<file path="config.mk">
export PLATFORM = sky130hd
export DESIGN_NAME = wdt_rst_pulse_gen
export DESIGN_NICKNAME = d
export VERILOG_FILES = /design/src/rtl/wdt_pulse_pkg.sv /design/src/rtl/wdt_width_reg.sv /design/src/rtl/wdt_pulse_timer.sv /design/src/rtl/wdt_pin_drive.sv /design/src/rtl/wdt_rst_pulse_gen.sv
export SDC_FILE = /design/constraint.sdc
export NUM_CORES = 1
export LEC_CHECK = 0
export BUFFER_PORTS_ARGS = -buffer_cell sky130_fd_sc_hd__buf_2
export CAP_MARGIN = 10
export CORE_MARGIN = 4
export CORE_UTILIZATION = 30
export CTS_BUF_LIST = sky130_fd_sc_hd__clkbuf_16
export CTS_CLUSTER_DIAMETER = 80
export DETAILED_ROUTE_END_ITERATION = 6
export GPL_TIMING_DRIVEN = 0
export HOLD_SLACK_MARGIN = 0.06
export SKIP_CTS_REPAIR_TIMING = 1
export SLEW_MARGIN = 20
export SYNTH_ARGS = -nofsm -noshare
export SYNTH_HDL_FRONTEND = slang
export SYNTH_SLANG_ARGS = --single-unit
</file>
<file path="constraint.sdc">
create_clock -name clk_i -period 2.7 [get_ports clk_i]
set_clock_uncertainty 0.05 [all_clocks]
set_input_delay 0.54 -clock clk_i [delete_from_list [all_inputs] [get_ports clk_i]]
set_output_delay 0.54 -clock clk_i [all_outputs]
set_load 0.01 [all_outputs]
</file>
<file path="src/rtl/wdt_pulse_pkg.sv">
package wdt_pulse_pkg;

  localparam logic [7:0] KEY_POL_HIGH = 8'hA5;
  localparam logic [7:0] KEY_POL_LOW  = 8'h5A;
  localparam logic [7:0] KEY_PUSH     = 8'hA8;
  localparam logic [7:0] KEY_OPEN     = 8'h8A;

  typedef struct packed {
    logic act_high;
    logic push_pull;
  } drv_cfg_t;

  localparam drv_cfg_t DRV_CFG_RST = '{act_high: 1'b0, push_pull: 1'b0};

  function automatic drv_cfg_t apply_key(input drv_cfg_t cur, input logic [7:0] key);
    drv_cfg_t nxt;
    nxt = cur;
    case (key)
      KEY_POL_HIGH: nxt.act_high  = 1'b1;
      KEY_POL_LOW:  nxt.act_high  = 1'b0;
      KEY_PUSH:     nxt.push_pull = 1'b1;
      KEY_OPEN:     nxt.push_pull = 1'b0;
      default: ;
    endcase
    return nxt;
  endfunction

  function automatic logic is_key(input logic [7:0] key);
    return (key == KEY_POL_HIGH) || (key == KEY_POL_LOW) ||
           (key == KEY_PUSH) || (key == KEY_OPEN);
  endfunction

endpackage

</file>
<file path="src/rtl/wdt_width_reg.sv">
module wdt_width_reg
  import wdt_pulse_pkg::*;
#(
  parameter int DUR_W = 8
) (
  input  logic             clk_i,
  input  logic             rst_ni,
  input  logic             wr_en_i,
  input  logic [31:0]      wr_data_i,
  output drv_cfg_t         cfg_o,
  output logic [DUR_W-1:0] dur_o,
  output logic [31:0]      rd_data_o
);

  localparam int GAP_W = 30 - DUR_W;

  drv_cfg_t         cfg_q;
  logic [DUR_W-1:0] dur_q;

  always_ff @(posedge clk_i or negedge rst_ni) begin
    if (!rst_ni) begin
      cfg_q <= DRV_CFG_RST;
      dur_q <= '1;
    end else if (wr_en_i) begin
      cfg_q <= apply_key(cfg_q, wr_data_i[31:24]);
      dur_q <= wr_data_i[DUR_W-1:0];
    end
  end

  generate
    if (GAP_W > 0) begin : g_gap
      assign rd_data_o = {cfg_q.act_high, cfg_q.push_pull, {GAP_W{1'b0}}, dur_q};
    end else begin : g_full
      assign rd_data_o = {cfg_q.act_high, cfg_q.push_pull, dur_q};
    end
  endgenerate

  assign cfg_o = cfg_q;
  assign dur_o = dur_q;

  // non-key top byte keeps polarity and drive mode
  assert_keep_cfg_R4: assert property (@(posedge clk_i) disable iff (!rst_ni)
    (wr_en_i && !is_key(wr_data_i[31:24])) |=>
      (rd_data_o[31:30] == $past(rd_data_o[31:30])));

  assert_dur_load_R4: assert property (@(posedge clk_i) disable iff (!rst_ni)
    wr_en_i |=> (rd_data_o[DUR_W-1:0] == $past(wr_data_i[DUR_W-1:0])));

  assert_pol_key_R2: assert property (@(posedge clk_i) disable iff (!rst_ni)
    (wr_en_i && wr_data_i[31:24] == KEY_POL_HIGH) |=> rd_data_o[31]);

  assert_drv_key_R3: assert property (@(posedge clk_i) disable iff (!rst_ni)
    (wr_en_i && wr_data_i[31:24] == KEY_OPEN) |=> !rd_data_o[30]);

endmodule

</file>
<file path="src/rtl/wdt_pulse_timer.sv">
module wdt_pulse_timer #(
  parameter int DUR_W = 8
) (
  input  logic             clk_i,
  input  logic             rst_ni,
  input  logic             tick_i,
  input  logic             trig_i,
  input  logic [DUR_W-1:0] dur_i,
  output logic             active_o
);

  logic             active_q;
  logic [DUR_W-1:0] cnt_q;

  always_ff @(posedge clk_i or negedge rst_ni) begin
    if (!rst_ni) begin
      active_q <= 1'b0;
      cnt_q    <= '0;
    end else if (!active_q) begin
      if (trig_i) begin
        active_q <= 1'b1;
        cnt_q    <= dur_i;
      end
    end else if (tick_i) begin
      if (cnt_q == '0) active_q <= 1'b0;
      else             cnt_q    <= cnt_q - 1'b1;
    end
  end

  assign active_o = active_q;

  assert_start_R5: assert property (@(posedge clk_i) disable iff (!rst_ni)
    (!active_q && trig_i) |=> active_q);

  // load uses the field value present at the accepting edge
  assert_load_old_R9: assert property (@(posedge clk_i) disable iff (!rst_ni)
    (!active_q && trig_i) |=> (cnt_q == $past(dur_i)));

  assert_end_R5: assert property (@(posedge clk_i) disable iff (!rst_ni)
    (active_q && tick_i && cnt_q == '0) |=> !active_q);

  assert_no_restart_R6: assert property (@(posedge clk_i) disable iff (!rst_ni)
    (active_q && !tick_i) |=> (active_q && $stable(cnt_q)));

endmodule

</file>
<file path="src/rtl/wdt_pin_drive.sv">
module wdt_pin_drive
  import wdt_pulse_pkg::*;
(
  input  logic     active_i,
  input  drv_cfg_t cfg_i,
  output logic     pin_o,
  output logic     oe_o
);

  assign pin_o = active_i ? cfg_i.act_high : ~cfg_i.act_high;
  // open-drain: drive only the asserted level, float otherwise
  assign oe_o  = cfg_i.push_pull | active_i;

endmodule

</file>
<file path="src/rtl/wdt_rst_pulse_gen.sv">
module wdt_rst_pulse_gen
  import wdt_pulse_pkg::*;
#(
  parameter int DUR_W = 8
) (
  input  logic        clk_i,
  input  logic        rst_ni,
  input  logic        tick_1us_i,
  input  logic        trigger_i,
  input  logic        wr_en_i,
  input  logic [31:0] wr_data_i,
  output logic [31:0] rd_data_o,
  output logic        rst_pin_o,
  output logic        rst_oe_o
);

  drv_cfg_t         cfg;
  logic [DUR_W-1:0] dur;
  logic             active;

  wdt_width_reg #(.DUR_W(DUR_W)) u_reg (
    .clk_i     (clk_i),
    .rst_ni    (rst_ni),
    .wr_en_i   (wr_en_i),
    .wr_data_i (wr_data_i),
    .cfg_o     (cfg),
    .dur_o     (dur),
    .rd_data_o (rd_data_o)
  );

  wdt_pulse_timer #(.DUR_W(DUR_W)) u_timer (
    .clk_i    (clk_i),
    .rst_ni   (rst_ni),
    .tick_i   (tick_1us_i),
    .trig_i   (trigger_i),
    .dur_i    (dur),
    .active_o (active)
  );

  wdt_pin_drive u_drive (
    .active_i (active),
    .cfg_i    (cfg),
    .pin_o    (rst_pin_o),
    .oe_o     (rst_oe_o)
  );

  assert_pp_oe_R8: assert property (@(posedge clk_i) disable iff (!rst_ni)
    rd_data_o[30] |-> rst_oe_o);

  assert_idle_level_R7: assert property (@(posedge clk_i) disable iff (!rst_ni)
    !active |-> (rst_pin_o != rd_data_o[31]));

endmodule

</file>
==> results.toml <==
[outcome]
outcome = "finished, final reports clean"

[logic_synthesis]
syn_area_per_cell_um2 = 10.2
synth_cell_types = 40
synth_mux_area_share_pct = 8.72
ys_seq_area_share_pct = 38.9
synth_top_family_by_area = "simple AND/OR/NAND/NOR gates"
netlist_area_mm2 = 0.00125
synthTopCellsByArea = "dfrtp_1 (22%), dfstp_2 (17%), buf_4 (13%)"
async_flop_share_pct = 100
synth_top_area_share_pct = 22.0
ys_ff_latch = 19
synthAdderAreaFrac_pct = 2.00
yosys-top-cells-count = "buf_4 (22), dfrtp_1 (11), dfstp_2 (8)"
yosys.area_share.simple_pct = 16.2
synth_xor_area_share_pct = 2.10
synthMostInstantiatedCell = "buf_4"
yosys_most_used_dff = "dfrtp_1"
synth_cells = 122
yosysWarnings = 0
synth-compound-area-share_pct = 15.6
synth_top_area_cell = "dfrtp_1"
synth_edf_count = 0

[floorplanning]
io_pins = 71
fp.dieW_um = 72.5
die_area_mm2 = 0.00526
core_mm2 = 0.00400
placementRows = 23
fp.dieH_um = 72.5
initial_core_util_pct = 31.2

[drt]
via_per_inst = 4.32
ant_nets = 0
drtPass1Iterations = 3
drt_iter0_markers = 10
drc = 0
vias = 989
routed_wirelength_um = 2480
wl_per_cell_um = 10.8

[clock_network]
cts_tree = "done"
clk_pin_slew_ps = 50
clk_latency_ps = 250
ctsLongestPathBuffers = 2
cts_inserted_buffers = 3
cts.sinks = 19
htreeDepth = 1
cts_root_buf = "clkbuf_16"

[power]
switching_share_pct = 31.2
clock_power_share_pct = 28.3
p_comb_share_pct = 30.7
peakVddDrop_v = 0.000428
p_per_area_mw_per_mm2 = 645
p_switching_uw = 328
power.leakage_nw = 0.769
p_int_uw = 722
seqPwrFrac_pct = 41.0

[sta]
setup_violations = 0
relSlewSlack_pct = 64.1
rsz0062_at_grt = "no"
hold_viol_final = 0
fin_ws_ps = 598
slew_viol_final = 0
fmax_mhz = 476
setup_tns_ps = 0
tightest_slew_ps = 538
fin_crit_sh_pct = 77.9
final.min_clock_period_ps = 2100

[worst_hold_path]
hp-class = "input pin to asynchronous set/reset pin"

[critical_path]
start_kind = "register"
rr_startpoint = "u_timer.cnt_q[0]$_DFFE_PN0P_"
cp_max_fo = 9
reg2reg_depth = 6
rrSetupSlack_ps = 600
reg2reg_to = "u_timer.cnt_q[5]$_DFFE_PN0P_"
critical_path_class = "register to register"
crit_arrival_ps = 2180
crit_path_end_kind = "register"
cp.required_ps = 2780

[finish]
n_antenna_cell = 0
final_cells = 229
drive_gt1_share_pct = 45.8
num-nets-final = 219
areaGrowthSynthToFinish_pct = 30.5

[placed_design]
place_inst = 225
dp_slack_ps = 602
place.gp.congestion = 0.793
numPortBuffers = 32
dp_hpwl_um = 1970

[global_routing]
grt_max_degree = 20
grtUsageTotal_pct = 9.66
antenna_found_initial = 0
grt_pass1_wl_um = 4170
overflow = 0
grt_pass1_vias = 941

[job]
drv_cap = 0
==> metal layers <==
layer | share of wire [%] | track usage (%) | up-vias | wire length (µm)
met5 | 0 | 0 | - | 0
met4 | 0.32 | 2.46 | 0 | 8
met3 | 6.9 | 1.66 | 2 | 172
met2 | 48 | 16.1 | 36 | 1180
met1 | 45 | 13.0 | 445 | 1120
li1 | - | - | 506 | -
==> per-stage QoR <==
step | utilization, % | hold WS, ps | power (mW) | cell area, µm²
after CTS | 40.7 | 194 | 1.06 | 1630
after global routing | 40.7 | 209 | 1.13 | 1630
after global placement | 38.8 | 456 | 0.753 | 1550
final | 40.7 | 172 | 1.05 | 1630
after floorplan | - | 194 | 0.668 | 1330
after detailed placement | 38.8 | 455 | 0.756 | 1550
==> critical path, cell delays in order, from the launching register on <==
cell and delay (ps):
dfrtp_1 370, inv_1 130, ha_1 190, or4b_4 510, o221ai_4 340, o41ai_1 120
a211o_1 270
==> cells by family (layout without fill, tap and decap cells) <==
| logic type | Yosys count | in the layout |
|---|---|---|
| multiplexers | 10 | 10 |
| adder cells (fa/ha/maj) | 2 | 2 |
| buffers and inverters | 31 | 67 |
| AO/OA/AOI/OAI | 25 | 25 |
| XOR/XNOR | 3 | 3 |
| flip-flops | 19 | 19 |
| other | 1 | 22 |
| AND/OR/NAND/NOR | 31 | 31 |
==> cell type report <==
| type | instances | area (µm²) |
|---|---|---|
| multi-input cells | 93 | 641 |
| fillers | 393 | 2370 |
| repair buffers | 32 | 160 |
| flip-flops and latches | 19 | 485 |
| clock inverters | 1 | 3.75 |
| inverters | 6 | 22.5 |
| clock buffers | 3 | 75.1 |
| well taps | 50 | 62.6 |
| plain buffers | 25 | 179 |
==> worst max-delay path by stage <==
stage / from / end / slack, ps / cells after the start
CTS: u_timer.cnt_q[0]$_DFFE_PN0P_ / u_timer.cnt_q[5]$_DFFE_PN0P_ / 580 / 6
detailed placement: u_timer.cnt_q[0]$_DFFE_PN0P_ / u_timer.cnt_q[5]$_DFFE_PN0P_ / 600 / 6
floorplan: u_timer.cnt_q[0]$_DFFE_PN0P_ / u_timer.cnt_q[5]$_DFFE_PN0P_ / 780 / 6
global placement: u_timer.cnt_q[0]$_DFFE_PN0P_ / u_timer.cnt_q[5]$_DFFE_PN0P_ / 640 / 6
global route: u_timer.cnt_q[0]$_DFFE_PN0P_ / u_timer.cnt_q[5]$_DFFE_PN0P_ / 480 / 6
finish: u_timer.cnt_q[0]$_DFFE_PN0P_ / u_timer.cnt_q[5]$_DFFE_PN0P_ / 600 / 6
==> sequential cells by signal, indices dropped and copies added (netlist names) <==
signal / count
u_reg.cfg_o: 2
u_reg.dur_o: 8
u_timer.active_o: 1
u_timer.cnt_q: 8
==> cell usage in the layout, fill, tap and decap left out, types with 3 or more instances in the layout <==
| master | count |
|---|---|
| buf_2 | 34 |
| buf_4 | 22 |
| conb_1 | 22 |
| dfrtp_1 | 11 |
| dfstp_2 | 8 |
| a21oi_1 | 7 |
| mux2_2 | 7 |
| inv_1 | 6 |
| nand2_1 | 5 |
| nor3b_1 | 5 |
| nor2_1 | 4 |
| or2_2 | 3 |
| mux2i_1 | 3 |
| nor2b_1 | 3 |
| a211oi_1 | 3 |
| o21ai_0 | 3 |
| clkbuf_16 | 3 |
==> power groups by stage <==
stage | Sequential (mW) | Combinational (mW) | Clock, mW
6_report | 0.431 | 0.323 | 0.297
2_1_floorplan | 0.425 | 0.243 | 0
4_1_cts | 0.430 | 0.326 | 0.304
3_5_place_dp | 0.435 | 0.322 | 0
3_3_place_gp | 0.434 | 0.319 | 0
5_1_grt | 0.445 | 0.367 | 0.316
(Power assumes the default switching activity.)
